$ cat config.mk
export PLATFORM = sky130hd
export DESIGN_NAME = epp_cycle_engine
export DESIGN_NICKNAME = d
export VERILOG_FILES = /design/src/rtl/epp_pkg.sv /design/src/rtl/epp_host_decode.sv /design/src/rtl/epp_handshake_fsm.sv /design/src/rtl/epp_port_regs.sv /design/src/rtl/epp_pin_mux.sv /design/src/rtl/epp_cycle_engine.sv
export SDC_FILE = /design/constraint.sdc
export NUM_CORES = 1
export LEC_CHECK = 0
export ABC_AREA = 1
export BUFFER_PORTS_ARGS = -buffer_cell sky130_fd_sc_hd__buf_2
export CAP_MARGIN = 20
export CELL_PAD_IN_SITES_DETAIL_PLACEMENT = 1
export CELL_PAD_IN_SITES_GLOBAL_PLACEMENT = 1
export CORE_ASPECT_RATIO = 1.25
export CORE_UTILIZATION = 33
export CTS_CLUSTER_DIAMETER = 60
export DETAILED_ROUTE_END_ITERATION = 10
export PLACE_DENSITY_LB_ADDON = 0.15
export SETUP_SLACK_MARGIN = 0.15
export SLEW_MARGIN = 30
export SYNTH_ARGS = -nofsm -noshare
export SYNTH_HDL_FRONTEND = slang
export SYNTH_SLANG_ARGS = --single-unit
$ cat constraint.sdc
create_clock -name clk -period 1.47 [get_ports clk]
set_input_delay 0.2205 -clock clk [delete_from_list [all_inputs] [get_ports clk]]
set_output_delay 0.2205 -clock clk [all_outputs]
set_load 0.02 [all_outputs]
$ cat src/rtl/epp_pkg.sv
package epp_pkg;
   typedef enum logic [1:0] {
      ST_IDLE    = 2'd0,
      ST_STROBE  = 2'd1,
      ST_RELEASE = 2'd2,
      ST_DONE    = 2'd3
   } epp_state_e;

   typedef struct packed {
      logic is_addr;
      logic is_write;
   } epp_kind_t;
endpackage

$ cat src/rtl/epp_host_decode.sv
module epp_host_decode #(
   parameter int OFS_W       = 3,
   parameter int ADDR_OFS    = 3,
   parameter int DATA_OFS_LO = 4,
   parameter int DATA_OFS_HI = 7
) (
   input  logic             clk,
   input  logic             rst_n,
   input  logic             epp_en,
   input  logic [OFS_W-1:0] host_addr,
   input  logic             host_wr,
   input  logic             host_rd,
   output logic             hit_addr,
   output logic             hit_data,
   output logic             wr_rise,
   output logic             rd_rise,
   output logic             wr_fall
);
   localparam logic [OFS_W-1:0] A_OFS  = OFS_W'(ADDR_OFS);
   localparam logic [OFS_W-1:0] D_LO   = OFS_W'(DATA_OFS_LO);
   localparam logic [OFS_W-1:0] D_HI   = OFS_W'(DATA_OFS_HI);

   logic wr_q, rd_q;

   always_ff @(posedge clk) begin
      if (!rst_n) begin
         wr_q <= 1'b0;
         rd_q <= 1'b0;
      end else begin
         wr_q <= host_wr;
         rd_q <= host_rd;
      end
   end

   assign hit_addr = epp_en && (host_addr == A_OFS);
   assign hit_data = epp_en && (host_addr >= D_LO) && (host_addr <= D_HI);
   assign wr_rise  = host_wr && !wr_q;
   assign rd_rise  = host_rd && !rd_q;
   assign wr_fall  = !host_wr && wr_q;
endmodule

$ cat src/rtl/epp_handshake_fsm.sv
module epp_handshake_fsm
   import epp_pkg::*;
#(
   parameter int SYNC_STAGES = 2
) (
   input  logic       clk,
   input  logic       rst_n,
   input  logic       start,
   input  epp_kind_t  start_kind,
   input  logic       periph_wait,
   input  logic       host_strobe,
   output epp_state_e state,
   output epp_kind_t  kind,
   output logic       release_evt,
   output logic       busy
);
   logic wait_s;

   if (SYNC_STAGES == 0) begin : g_nosync
      assign wait_s = periph_wait;
   end else begin : g_sync
      logic [SYNC_STAGES-1:0] sh;
      always_ff @(posedge clk) begin
         if (!rst_n) begin
            sh <= '0;
         end else begin
            sh[0] <= periph_wait;
            for (int i = 1; i < SYNC_STAGES; i++) sh[i] <= sh[i-1];
         end
      end
      assign wait_s = sh[SYNC_STAGES-1];
   end

   always_ff @(posedge clk) begin
      if (!rst_n) begin
         state <= ST_IDLE;
         kind  <= '0;
      end else begin
         unique case (state)
            ST_IDLE: if (start) begin
               state <= ST_STROBE;
               kind  <= start_kind;
            end
            ST_STROBE:  if (wait_s) state <= ST_RELEASE;
            ST_RELEASE: if (!wait_s) state <= ST_DONE;
            ST_DONE:    if (!host_strobe) state <= ST_IDLE;
            default:    state <= ST_IDLE;
         endcase
      end
   end

   assign release_evt = (state == ST_STROBE) && wait_s;
   assign busy        = (state == ST_STROBE) || (state == ST_RELEASE);
endmodule

$ cat src/rtl/epp_port_regs.sv
module epp_port_regs
   import epp_pkg::*;
#(
   parameter int DATA_W = 8
) (
   input  logic              clk,
   input  logic              rst_n,
   input  logic              host_wr,
   input  logic [DATA_W-1:0] host_wdata,
   input  logic [DATA_W-1:0] pd_in,
   input  epp_kind_t         kind,
   input  logic              rd_capture,
   input  logic              wr_commit,
   output logic [DATA_W-1:0] hold_q,
   output logic [DATA_W-1:0] addr_reg,
   output logic [DATA_W-1:0] data_reg
);
   logic [DATA_W-1:0] next_val;
   logic              load;

   assign load     = rd_capture || wr_commit;
   assign next_val = wr_commit ? hold_q : pd_in;

   always_ff @(posedge clk) begin
      if (!rst_n) begin
         hold_q   <= '0;
         addr_reg <= '0;
         data_reg <= '0;
      end else begin
         if (host_wr) hold_q <= host_wdata;
         if (load && kind.is_addr)  addr_reg <= next_val;
         if (load && !kind.is_addr) data_reg <= next_val;
      end
   end
endmodule

$ cat src/rtl/epp_pin_mux.sv
module epp_pin_mux
   import epp_pkg::*;
#(
   parameter int DATA_W = 8
) (
   input  logic              in_cycle,
   input  logic              strobe_on,
   input  epp_kind_t         kind,
   input  logic              host_wr,
   input  logic [DATA_W-1:0] host_wdata,
   input  logic [DATA_W-1:0] hold_q,
   input  logic              ctl_strobe,
   input  logic              ctl_autofd,
   input  logic              ctl_selin,
   input  logic              ctl_init,
   input  logic              ctl_dir,
   input  logic [DATA_W-1:0] spp_data,
   output logic [DATA_W-1:0] pd_out,
   output logic              pd_oe,
   output logic              write_n,
   output logic              dstb_n,
   output logic              astb_n,
   output logic              init_n
);
   always_comb begin
      init_n = !ctl_init;
      if (in_cycle) begin
         write_n = !kind.is_write;
         astb_n  = !(strobe_on && kind.is_addr);
         dstb_n  = !(strobe_on && !kind.is_addr);
         pd_oe   = kind.is_write;
         if (kind.is_write) pd_out = host_wr ? host_wdata : hold_q;
         else               pd_out = spp_data;
      end else begin
         write_n = !ctl_strobe;
         dstb_n  = !ctl_autofd;
         astb_n  = !ctl_selin;
         pd_oe   = !ctl_dir;
         pd_out  = spp_data;
      end
   end
endmodule

$ cat src/rtl/epp_cycle_engine.sv
module epp_cycle_engine
   import epp_pkg::*;
#(
   parameter int DATA_W      = 8,
   parameter int OFS_W       = 3,
   parameter int ADDR_OFS    = 3,
   parameter int DATA_OFS_LO = 4,
   parameter int DATA_OFS_HI = 7,
   parameter int SYNC_STAGES = 2
) (
   input  logic              clk,
   input  logic              rst_n,
   input  logic              epp_en,
   input  logic [OFS_W-1:0]  host_addr,
   input  logic [DATA_W-1:0] host_wdata,
   input  logic              host_wr,
   input  logic              host_rd,
   output logic [DATA_W-1:0] host_rdata,
   output logic              host_busy,
   input  logic              ctl_strobe,
   input  logic              ctl_autofd,
   input  logic              ctl_selin,
   input  logic              ctl_init,
   input  logic              ctl_dir,
   input  logic [DATA_W-1:0] spp_data,
   output logic [DATA_W-1:0] pd_out,
   input  logic [DATA_W-1:0] pd_in,
   output logic              pd_oe,
   output logic              write_n,
   output logic              dstb_n,
   output logic              astb_n,
   output logic              init_n,
   input  logic              periph_wait
);
   localparam int OFS_SPAN = 1 << OFS_W;

   if (DATA_W < 1) begin : g_bad_width
      $error("DATA_W must be at least 1");
   end
   if (!(ADDR_OFS < DATA_OFS_LO && DATA_OFS_LO <= DATA_OFS_HI && DATA_OFS_HI < OFS_SPAN)) begin : g_bad_map
      $error("offset map must be address, then data range, inside the window");
   end
   if (SYNC_STAGES < 0 || SYNC_STAGES > 4) begin : g_bad_sync
      $error("SYNC_STAGES must be 0 to 4");
   end

   logic       hit_addr, hit_data, wr_rise, rd_rise, wr_fall;
   logic       start, release_evt, in_cycle, strobe_on;
   epp_kind_t  start_kind, kind;
   epp_state_e state;
   logic [DATA_W-1:0] hold_q, addr_reg, data_reg;

   epp_host_decode #(
      .OFS_W(OFS_W), .ADDR_OFS(ADDR_OFS),
      .DATA_OFS_LO(DATA_OFS_LO), .DATA_OFS_HI(DATA_OFS_HI)
   ) u_dec (
      .clk(clk), .rst_n(rst_n), .epp_en(epp_en), .host_addr(host_addr),
      .host_wr(host_wr), .host_rd(host_rd),
      .hit_addr(hit_addr), .hit_data(hit_data),
      .wr_rise(wr_rise), .rd_rise(rd_rise), .wr_fall(wr_fall)
   );

   assign start               = (wr_rise || rd_rise) && (hit_addr || hit_data);
   assign start_kind.is_addr  = hit_addr;
   assign start_kind.is_write = wr_rise;

   epp_handshake_fsm #(.SYNC_STAGES(SYNC_STAGES)) u_fsm (
      .clk(clk), .rst_n(rst_n), .start(start), .start_kind(start_kind),
      .periph_wait(periph_wait), .host_strobe(host_wr || host_rd),
      .state(state), .kind(kind), .release_evt(release_evt), .busy(host_busy)
   );

   assign in_cycle  = (state != ST_IDLE);
   assign strobe_on = (state == ST_STROBE);

   epp_port_regs #(.DATA_W(DATA_W)) u_regs (
      .clk(clk), .rst_n(rst_n), .host_wr(host_wr), .host_wdata(host_wdata),
      .pd_in(pd_in), .kind(kind),
      .rd_capture(release_evt && !kind.is_write),
      .wr_commit((state == ST_DONE) && kind.is_write && wr_fall),
      .hold_q(hold_q), .addr_reg(addr_reg), .data_reg(data_reg)
   );

   epp_pin_mux #(.DATA_W(DATA_W)) u_mux (
      .in_cycle(in_cycle), .strobe_on(strobe_on), .kind(kind),
      .host_wr(host_wr), .host_wdata(host_wdata), .hold_q(hold_q),
      .ctl_strobe(ctl_strobe), .ctl_autofd(ctl_autofd), .ctl_selin(ctl_selin),
      .ctl_init(ctl_init), .ctl_dir(ctl_dir), .spp_data(spp_data),
      .pd_out(pd_out), .pd_oe(pd_oe), .write_n(write_n),
      .dstb_n(dstb_n), .astb_n(astb_n), .init_n(init_n)
   );

   assign host_rdata = hit_addr ? addr_reg : (hit_data ? data_reg : '0);
endmodule

Word-level counts from Yosys, hierarchy flattened
Cells that the tools add are included.
{ "classes": {"n_eq_ne": 8, "magnitude_cmp": 2, "reduce_logical": 36, "n_mux": 15} }
{ "op_table": {"columns": ["cell", "n"], "rows": [
  ["two-way mux 8 bit", 6],
  ["logical AND 1 bit", 15],
  ["logical NOT 1 bit", 12],
  ["two-way mux 2 bit", 4],
  ["!= test 2 bit (second input constant)", 4],
  ["one-hot mux 2 bit (4 select lines)", 1],
  ["logical OR 1 bit", 5],
  ["== test 2 bit (second input constant)", 2],
  ["two-way mux 1 bit", 4],
  ["AND reduction 4 bit", 1],
  ["== test 3 x 2 -> 1 bit (second input constant)", 1],
  [">= comparator 3 bit (second input constant)", 1],
  ["less-or-equal comparator 3 bit (second input constant)", 1],
  ["== test 2 x 1 -> 1 bit (second input constant)", 1],
  ["logical NOT 2 bit", 1],
  ["AND reduction 2 bit", 1],
  ["nonzero test 2 bit", 1]
]} }
{ "totals": {"out_inout_bits": 22, "regBits": 32, "input_bits": 38, "word_cells": 70} }

Depth between registers and ports, before layout
Gate-level depths: netlist of run 1.
{ "depth": {"depth_word": 7, "ltp_mapped": 9, "ltp_nobuf": 8} }

Modules after synthesis
Synthesis of run 1 repeated with hierarchy kept, for this count alone.
{ "unflattened": {"cells_unflattened": 331, "hier_area_um2": 2008.2} }
{ "modules_own_cells": {"columns": ["mod", "seq_area_each_um2", "cells_each", "area_per_inst_um2", "instances"], "rows": [
  ["epp_port_regs", 480.5, 156, 1053.5, 1],
  ["epp_pin_mux", 0.0, 70, 340.3, 1],
  ["epp_handshake_fsm", 120.1, 48, 336.6, 1],
  ["epp_cycle_engine", 0.0, 39, 172.7, 1],
  ["epp_host_decode", 40.0, 18, 105.1, 1]
]} }

Worst setup path after synthesis of run 1
OpenSTA, ideal clock, no wires.
{ "synth_path": {"kind": "register to output", "from": "register u_fsm.state[0]", "to": "output port pd_out[5]", "stages_incl_launch_ff": 7, "arrival_ns": 1.553, "path_slack_ns": -0.303, "path_cell_list": "dfxtp_1 > inv_1 > ha_1 > nor2_1 > inv_1 > buf_2 > o21ai_0"} }
{ "synth_via": {"elab_chain_len": 2} }
{ "synth_lines": {"columns": ["element", "line", "rtl"], "rows": [
  ["start, declared", "epp_handshake_fsm.sv:12", "output epp_state_e state,"],
  ["start signal, assigned", "epp_handshake_fsm.sv:36", "state <= ST_IDLE;"],
  ["start signal, assigned", "epp_handshake_fsm.sv:41", "state <= ST_STROBE;"],
  ["start signal, assigned", "epp_handshake_fsm.sv:44", "ST_STROBE: if (wait_s) state <= ST_RELEASE;"],
  ["nonzero test 2 bit", "epp_cycle_engine.sv:73", "assign in_cycle = (state != ST_IDLE);"],
  ["two-way mux 8 bit", "epp_pin_mux.sv:27", "if (in_cycle) begin"],
  ["end, declared", "epp_cycle_engine.sv:26", "output logic [DATA_W-1:0] pd_out,"]
]} }
Every way passes these cells.

Worst setup path in the final report of run 1
{ "layout_path": {"from": "register u_fsm.state[1]", "to": "output port write_n"} }
{ "layout_via": {"elab_chain_len": 2} }
{ "layout_lines": {"columns": ["element", "line", "rtl"], "rows": [
  ["nonzero test 2 bit", "epp_cycle_engine.sv:73", null],
  ["two-way mux 1 bit", "epp_pin_mux.sv:27", null],
  ["end, declared", "epp_cycle_engine.sv:29", "output logic write_n,"]
]} }
Every way passes these cells.

==> impl_metrics.env, run 1 <==
export IMPL_ys_warn_count=0
export IMPL_drv_slew=0
export IMPL_dr_pass1_iters=4
export IMPL_cts_root_buffer="clkbuf_8"
export IMPL_netlist_area_um2=1685
export IMPL_drtAntennaViolNets=0
export IMPL_dieHeight_um=81.90
export IMPL_core_um2=4835
export IMPL_rsz0062_at_grt="true"
export IMPL_path_clk_slew_ps=70
export IMPL_cts_sinks=32
export IMPL_place_gp_congestion=0.7666
export IMPL_area_growth_pct=51.60
export IMPL_grt_util_all_layers_pct=19.53
export IMPL_cp_required_ps=1250
export IMPL_synthSimpleGateAreaFrac_pct=29.18
export IMPL_synth_cell_types=22
export IMPL_fin_crit_sh_pct=110.1
export IMPL_clockBufferDepth=2
export IMPL_port_buffers=59
export IMPL_cap_violations=0
export IMPL_sw_frac_of_total_pct=34.82
export IMPL_antenna_found_initial=0
export IMPL_die_area_um2=5399
export IMPL_pwr_share_comb_pct=42.0
export IMPL_finalClockSkew_ps=3.936
export IMPL_synth_seq_area_share_pct=38.01
export IMPL_synth_top_cell_area_share_pct=38.01
export IMPL_synth_top_family_by_area="simple AND/OR/NAND/NOR gates"
export IMPL_yosys_area_top_type="dfxtp_1"
export IMPL_place_hpwl_mm=3.352
export IMPL_synth_compound_area_share_pct=13.66
export IMPL_place_area_um2=2167
export IMPL_syn_avg_cell_area_um2=6.715
export IMPL_synth_fa_ha_area_share_pct=2.970
export IMPL_hold_viol_final=0
export IMPL_status="finished with violations"
export IMPL_vias=1799
export IMPL_period_minus_slack_ps=1619
export IMPL_path_class="register to output port"
export IMPL_vias_per_cell=4.637
export IMPL_p_total_mw=3.305
export IMPL_power_frac_seq_pct=29.7
export IMPL_start_util_pct=34.86
export IMPL_p_int_mw=2.154
export IMPL_arrival_ps=1400
export IMPL_routed_wirelength_mm=4.924
export IMPL_drtIter0Drc=36
export IMPL_synth_main_ff_cell="dfxtp_1"
export IMPL_p_switching_mw=1.151
export IMPL_rows=28
export IMPL_detail_route_wl_per_cell_um=12.69
export IMPL_num_antenna_cells=0
export IMPL_async_reset_ff_share_pct=0
export IMPL_place_inst=370
export IMPL_layout_drive_gt1_share_pct=39.33
export IMPL_synth_common_cells="nand2_1, nor2_1, inv_1"
export IMPL_crit_fanout=4
export IMPL_setup_ws_ps=-149.2
export IMPL_htreeDepth=2
export IMPL_grt_pass1_wl_mm=7.914
export IMPL_synth_area_leaders="dfxtp_1, nand2_1, nor2_1"
export IMPL_tritoncts="done"
export IMPL_synth_cells=251
export IMPL_synth_edff_count=0
export IMPL_end_kind="output port"
export IMPL_ir_worst_vdd_mv=0.9141
export IMPL_worstMarginPinSlew_ps=391.0
export IMPL_grt_max_degree=18
export IMPL_num_fill_cells=640
export IMPL_setup_viol=12
export IMPL_synth_net_count=293
export IMPL_cts_buffers=5
export IMPL_io_pin_count=60
export IMPL_synth_xor_area_share_pct=0
export IMPL_drc=0
export IMPL_final_cell_area_um2=2555
export IMPL_nNetsFinal=369
export IMPL_max_slew_margin_rel_pct=73.19
export IMPL_clkPwrFrac_pct=28.3
export IMPL_hp_class="input port to register"
export IMPL_grt_pass1_vias=1786
export IMPL_p_leak_nw=1.230
export IMPL_synth_seq_cells=32
export IMPL_violations="negative setup slack"
export IMPL_clock_latency_ps=280
export IMPL_die_w_um=65.92
export IMPL_power_density_nw_per_um2=1293
export IMPL_grt_overflow_total=0
export IMPL_start_kind="register"
export IMPL_yosysMostFrequentCell="nand2_1"
export IMPL_fmax_mhz=617.6
export IMPL_fin_cells=388
export IMPL_synthMuxAreaShare_pct=4.751
## worst paths after layout
kind,slack (ps),cells past startpoint,endpoint,start
worst max register to register,50,8,u_regs.addr_reg[6],u_fsm.state[0]
worst max-delay path,-150,7,write_n,u_fsm.state[1]
worst min register to register,410,2,u_fsm.g_sync.sh[1],u_fsm.g_sync.sh[0]
worst min-delay path,150,3,u_fsm.g_sync.sh[0],periph_wait
## through the flow
step / util, % / setup TNS (ps) / hold WS (ps) / setup WS, ps
global route: 52.85 / -3010 / 154.4 / -210.3
CTS: 51.71 / -1826 / 110.4 / -168.6
detailed placement: 44.82 / 0 / 402.4 / 9.803
global placement: 44.82 / 0 / 396.8 / 10.87
finish: 52.85 / -1502 / 150.3 / -149.2
floorplan: - / 0 / 314.0 / 71.99
## critical path, stage by stage, from the launching register on
cell and delay [ps]:
dfxtp_2 330, inv_2 70, ha_4 150, nor2_4 40, buf_12 140, buf_4 140
a21oi_4 110, buf_6 130
## power groups by stage
stage	clock, mW	combinational, mW	sequential (mW)
6_report	0.936	1.39	0.982
5_1_grt	0.995	1.49	0.990
4_1_cts	0.956	1.28	0.983
3_5_place_dp	0	0.978	1.01
3_3_place_gp	0	0.968	1.01
2_1_floorplan	0	0.713	0.995
## cells by family after synthesis
| kind of cell | Yosys count |
|---|---|
| AND/OR/NAND/NOR | 121 |
| buffers and inverters | 45 |
| adder cells (fa/ha/maj) | 4 |
| AO/OA/AOI/OAI | 41 |
| multiplexers | 8 |
| flip-flops | 32 |
## placed cells by master (no fill, tap or decap), types with 3 or more instances in the layout
master	n
mux2i_1	8
nand2_1	55
a21oi_4	3
buf_4	15
o21ai_2	11
dfxtp_1	30
nand3_1	9
o21ai_4	3
o21ai_1	10
o21ai_0	8
inv_1	29
buf_12	3
clkbuf_8	7
nand2_2	6
inv_2	4
buf_2	46
nor2_1	42
a21oi_1	5
buf_6	12
## layout make-up
cell class	instances	area, µm²	area share [%]
multi-input combinational	174	1001	39.18
sequential	32	643.1	25.17
timing repair buffer	77	545.5	21.35
inverter	35	143.9	5.632
clock buffer	7	96.34	3.771
tap	60	75.07	2.938
clock inverter	1	30.03	1.175
timing repair inverter	2	20.02	0.7835
## routing by layer
layer	global-route usage [%]	up-vias	share of wire, %
li1	-	932	-
met1	20.59	820	41
met2	36.84	42	54
met3	4.722	5	3.7
met4	7.174	0	1.4
met5	0	-	0
## timing repair
action / 4_1_cts / 5_1_grt
endpoints found under the setup margin: 31 / 36
pin swaps: 10 / 3
gates resized for setup: 50 / 12
setup buffers: 7 / 1
hold buffers: 0 / 0
hold endpoints to repair: 0 / 0
gates cloned: 2 / 0
Power figures use the tool's default switching activity.
==> run 2: changes to the inputs <==
--- a/config.mk
+++ b/config.mk
@@ -14,7 +14,7 @@
 export CORE_UTILIZATION = 33
 export CTS_CLUSTER_DIAMETER = 60
 export DETAILED_ROUTE_END_ITERATION = 10
-export PLACE_DENSITY_LB_ADDON = 0.15
+export PLACE_DENSITY = 0.84
 export SETUP_SLACK_MARGIN = 0.15
 export SLEW_MARGIN = 30
 export SYNTH_ARGS = -nofsm -noshare
==> impl_metrics.env, run 2 (synthesized netlist as in run 1, its figures left out) <==
export IMPL_detail_route_wl_per_cell_um=15.28
export IMPL_place_hpwl_mm=3.731
export IMPL_sw_frac_of_total_pct=37.29
export IMPL_final_common_cell="nand2_1"
export IMPL_fmax_mhz=592.1
export IMPL_start_util_pct=34.86
export IMPL_r2r_start="u_fsm.state[0]"
export IMPL_place_ws_ps=5.325
export IMPL_power_frac_seq_pct=28.7
export IMPL_area_growth_pct=58.35
export IMPL_dieHeight_um=81.90
export IMPL_end_kind="output port"
export IMPL_clock_latency_ps=290
export IMPL_num_fill_cells=628
export IMPL_regArea_um2=643.1
export IMPL_routed_wirelength_mm=6.037
export IMPL_antenna_found_initial=0
export IMPL_cts_sinks=32
export IMPL_place_gp_congestion=0.8463
export IMPL_setup_ws_ps=-218.8
export IMPL_pwr_share_comb_pct=46.9
export IMPL_min_from="periph_wait"
export IMPL_io_pin_count=60
export IMPL_path_class="register to output port"
export IMPL_drv_slew=0
export IMPL_multiInputGateArea_um2=1066
export IMPL_cp_required_ps=1250
export IMPL_hold_end="u_fsm.g_sync.sh[0]"
export IMPL_violations="negative setup slack"
export IMPL_wl_met1_mm=2.457
export IMPL_hold_viol_final=0
export IMPL_fin_hold_ws_ps=118.0
export IMPL_ir_worst_vdd_mv=0.8836
export IMPL_cts_root_buffer="clkbuf_8"
export IMPL_start_kind="register"
export IMPL_clockBufferDepth=2
export IMPL_grt_util_all_layers_pct=22.63
export IMPL_htreeDepth=2
export IMPL_tns_ps=-2492
export IMPL_fin_crit_sh_pct=114.9
export IMPL_num_antenna_cells=0
export IMPL_drc=0
export IMPL_cpMaxStageDelayCell="dfxtp_2"
export IMPL_reg2regPathDepth=8
export IMPL_path_clk_slew_ps=70
export IMPL_fin_cells=395
export IMPL_grt_pass1_vias=1972
export IMPL_vias=1903
export IMPL_die_area_um2=5399
export IMPL_holdBufCountCts=0
export IMPL_vias_per_cell=4.818
export IMPL_layout_drive_gt1_share_pct=41.79
export IMPL_nNetsFinal=376
export IMPL_die_w_um=65.92
export IMPL_core_um2=4835
export IMPL_final_cell_mix="nand2_1, buf_2, nor2_1"
export IMPL_fin_util_pct=55.20
export IMPL_crit_fanout=8
export IMPL_grt_overflow_total=0
export IMPL_place_area_um2=2195
export IMPL_port_buffers=59
export IMPL_critPathTopFamily="buffers and inverters"
export IMPL_power_density_nw_per_um2=1296
export IMPL_crit_chain="inv_2 > ha_4 > nor2_4 > buf_12 > inv_12 > nand2_4 > o21ai_4 > buf_6"
export IMPL_period_minus_slack_ps=1689
export IMPL_drtAntennaViolNets=0
export IMPL_p_total_mw=3.458
export IMPL_hp_class="input port to register"
export IMPL_p_switching_mw=1.290
export IMPL_worstMarginPinSlew_ps=376.4
export IMPL_clkPwrFrac_pct=24.4
export IMPL_final_cell_area_um2=2669
export IMPL_drtIter0Drc=41
export IMPL_path_depth=8
export IMPL_min_path_cells=3
export IMPL_grt_pass1_wl_mm=9.080
export IMPL_r2r_end="u_regs.addr_reg[5]"
export IMPL_cts_buffers=5
export IMPL_status="finished with violations"
export IMPL_p_int_mw=2.169
export IMPL_slowest_delay_ps=360
export IMPL_routed_wl_met2_mm=3.345
export IMPL_p_leak_nw=1.265
export IMPL_max_slew_margin_rel_pct=74.19
export IMPL_rrSetupSlack_ps=-40
export IMPL_setup_viol=27
export IMPL_dr_pass1_iters=4
export IMPL_cp_num_buf_inv=4
export IMPL_top_layer="met4"
export IMPL_rows=28
export IMPL_finalClockSkew_ps=8.345
export IMPL_wl_met3_um=166
export IMPL_cap_violations=0
export IMPL_rsz0062_at_grt="true"
export IMPL_arrival_ps=1470
export IMPL_place_inst=372
export IMPL_tritoncts="done"
export IMPL_grt_max_degree=19
-- run 2: worst max path at each step --
stage	start	end
global placement	u_fsm.state[0]	pd_out[0]
CTS	u_fsm.state[1]	pd_out[1]
global route	u_fsm.state[0]	write_n
finish	u_fsm.state[0]	pd_out[3]
floorplan	u_fsm.state[0]	astb_n
detailed placement	u_fsm.state[1]	u_regs.data_reg[4]
-- run 2: cell type report --
class	count	area share, %
flip-flops and latches	32	24.10
clock buffers	5	2.579
clock inverters	3	1.594
multi-input cells	174	39.94
well taps	60	2.813
repair inverters	2	0.9376
repair buffers	84	22.60
inverters	35	5.438
-- run 2: power groups by stage --
stage / sequential [mW] / clock [mW] / combinational (mW)
5_1_grt: 0.995 / 0.895 / 1.75
6_report: 0.993 / 0.844 / 1.62
2_1_floorplan: 0.995 / 0 / 0.713
3_5_place_dp: 1.01 / 0 / 1.00
4_1_cts: 0.985 / 0.853 / 1.37
3_3_place_gp: 1.00 / 0 / 0.968
-- run 2: worst reg2reg max path, delay by kind of cell, from the launching register on --
kind            cells  cell delay, ps
simple gates        4             340
buf+inv             2             320
flops               1             360
fa+ha+maj           1             170
compound gates      1             210
-- run 2: metal layers --
metal / up-vias / global-route usage [%]
li1: 946 / -
met1: 907 / 23.43
met2: 44 / 44.08
met3: 6 / 4.167
met4: 0 / 8.478
met5: - / 0
-- run 2: what timing repair did --
action,4_1_cts,5_1_grt
pin swaps,15,3
gates cloned,2,0
setup buffers,9,4
setup endpoints to repair,31,32
resized for setup,54,21
hold endpoints to repair,0,0
==> run 3: changes to the inputs <==
--- a/config.mk
+++ b/config.mk
@@ -6,15 +6,14 @@
 export NUM_CORES = 1
 export LEC_CHECK = 0
 export ABC_AREA = 1
+export ABC_CLOCK_PERIOD_IN_PS = 1470
 export BUFFER_PORTS_ARGS = -buffer_cell sky130_fd_sc_hd__buf_2
 export CAP_MARGIN = 20
-export CELL_PAD_IN_SITES_DETAIL_PLACEMENT = 1
-export CELL_PAD_IN_SITES_GLOBAL_PLACEMENT = 1
 export CORE_ASPECT_RATIO = 1.25
-export CORE_UTILIZATION = 33
+export CORE_UTILIZATION = 40
 export CTS_CLUSTER_DIAMETER = 60
 export DETAILED_ROUTE_END_ITERATION = 10
-export PLACE_DENSITY = 0.84
+export PLACE_DENSITY = 0.72
 export SETUP_SLACK_MARGIN = 0.15
 export SLEW_MARGIN = 30
 export SYNTH_ARGS = -nofsm -noshare
==> impl_metrics.env, run 3 (synthesized netlist as in run 1, its figures left out) <==
export IMPL_path_class="register to output port"
export IMPL_cts_root_buffer="clkbuf_8"
export IMPL_fin_cells=389
export IMPL_place_inst=365
export IMPL_multiInputGateArea_um2=1149
export IMPL_core_um2=4066
export IMPL_drv_slew=0
export IMPL_p_leak_nw=1.286
export IMPL_routed_wirelength_mm=5.192
export IMPL_vias_per_cell=4.846
export IMPL_fin_hold_ws_ps=145.6
export IMPL_fin_crit_sh_pct=113.7
export IMPL_cp_required_ps=1250
export IMPL_place_ws_ps=-8.844
export IMPL_drtAntennaViolNets=0
export IMPL_crit_fanout=4
export IMPL_start_kind="register"
export IMPL_power_density_nw_per_um2=1289
export IMPL_regArea_um2=643.1
export IMPL_detail_route_wl_per_cell_um=13.35
export IMPL_tritoncts="done"
export IMPL_cts_sinks=32
export IMPL_min_path_cells=3
export IMPL_top_layer="met4"
export IMPL_crit_chain="inv_2 > ha_4 > nor2_4 > buf_12 > inv_6 > o21ai_2 > buf_6"
export IMPL_clockBufferDepth=2
export IMPL_cp_num_buf_inv=4
export IMPL_antenna_found_initial=0
export IMPL_worstMarginPinSlew_ps=378.0
export IMPL_place_gp_congestion=0.7907
export IMPL_place_hpwl_mm=3.008
export IMPL_num_fill_cells=332
export IMPL_grt_util_all_layers_pct=22.13
export IMPL_area_growth_pct=62.95
export IMPL_slowest_delay_ps=350
export IMPL_arrival_ps=1450
export IMPL_port_buffers=59
export IMPL_htreeDepth=2
export IMPL_start_util_pct=41.45
export IMPL_cap_violations=0
export IMPL_hold_viol_final=0
export IMPL_clock_latency_ps=290
export IMPL_hp_class="input port to register"
export IMPL_final_common_cell="nand2_1"
export IMPL_nNetsFinal=374
export IMPL_status="finished with violations"
export IMPL_cp_startpoint="u_fsm.state[0]"
export IMPL_wl_met3_um=221
export IMPL_fmax_mhz=598.4
export IMPL_period_minus_slack_ps=1671
export IMPL_violations="negative setup slack"
export IMPL_grt_max_degree=18
export IMPL_die_area_um2=4479
export IMPL_vias=1885
export IMPL_finalClockSkew_ps=3.899
export IMPL_rows=26
export IMPL_critPathTopFamily="buffers and inverters"
export IMPL_dieHeight_um=74.58
export IMPL_drtIter0Drc=86
export IMPL_setup_viol=18
export IMPL_rsz0062_at_grt="true"
export IMPL_final_cell_mix="nand2_1, buf_2, nor2_1"
export IMPL_grt_pass1_wl_mm=7.224
export IMPL_holdBufCountCts=0
export IMPL_wl_met1_mm=1.959
export IMPL_drc=0
export IMPL_ir_worst_vdd_mv=0.9688
export IMPL_num_antenna_cells=0
export IMPL_die_w_um=60.06
export IMPL_r2r_start="u_fsm.state[0]"
export IMPL_setup_ws_ps=-201.1
export IMPL_end_kind="output port"
export IMPL_r2r_end="u_regs.data_reg[1]"
export IMPL_grt_pass1_vias=1676
export IMPL_routed_wl_met2_mm=2.825
export IMPL_path_clk_slew_ps=70
export IMPL_cts_buffers=5
export IMPL_io_pin_count=60
export IMPL_min_from="periph_wait"
export IMPL_cpMaxStageDelayCell="dfxtp_2"
export IMPL_dr_pass1_iters=4
export IMPL_grt_overflow_total=0
export IMPL_hold_end="u_fsm.g_sync.sh[0]"
export IMPL_rrSetupSlack_ps=-20
export IMPL_reg2regPathDepth=9
export IMPL_layout_drive_gt1_share_pct=44.44
export IMPL_max_slew_margin_rel_pct=74.08
export IMPL_tns_ps=-2175
## run 3: cell types whose count changed in the layout (fill, tap and decap cells not counted), sizes merged
| cell | previous run | this run |
|---|---|---|
| clkbuf | 5 | 7 |
| clkinvlp | 2 | 0 |
| buf | 84 | 81 |
| inv | 36 | 37 |
## run 3: worst reg2reg max path: stages (launching register included)
cell	delay, ps
dfxtp_2	350
buf_4	110
buf_6	110
ha_4	160
nand3_4	140
clkbuf_16	220
o21ai_4	140
nand2_1	80
nand2_1	60
nor2_1	40
## run 3: worst max path at each step
stage,slack (ps),depth (start not counted),to
after global placement,60,7,pd_out[0]
after global routing,-220,6,pd_out[3]
after detailed placement,-9,7,pd_out[0]
final,-200,7,pd_out[3]
after CTS,-170,7,pd_out[6]
after floorplan,70,4,astb_n
## run 3: through the flow
step | util (%) | cell area (µm²) | power (mW)
final | 67.54 | 2746 | 3.539
after global placement | 53.29 | 2167 | 1.952
after CTS | 62.55 | 2544 | 3.214
after global routing | 67.54 | 2746 | 3.670
after floorplan | - | 1764 | 1.708
after detailed placement | 53.29 | 2167 | 1.975
## run 3: what timing repair did
action                     in CTS  in global routing
pin swaps                      13                 14
setup buffers                   9                  4
gates resized for setup        63                 32
cloned                          2                  1
setup endpoints to repair      31                 31
## run 3: layer usage
metal	global-route usage [%]	up-vias
li1	-	943
met1	22.85	851
met2	40.00	72
met3	4.000	19
met4	14.73	0
met5	0	-
## run 3: power by group
group / internal [mW] / switching (mW) / total [mW] / leakage [nW]
sequential: 0.938 / 0.0597 / 0.998 / 0.262
combinational: 0.796 / 0.906 / 1.70 / 0.969
clock: 0.503 / 0.337 / 0.839 / 0.0552
## run 3: final cells by class
type                            instances  area share (%)
Clock buffer                            6           2.642
Clock inverter                          2           1.276
Inverter                               35           5.330
Multi-Input combinational cell        174           41.82
Sequential cell                        32           23.42
Tap cell                               56           2.551
Timing Repair Buffer                   82           22.05
Timing Repair inverter                  2          0.9112
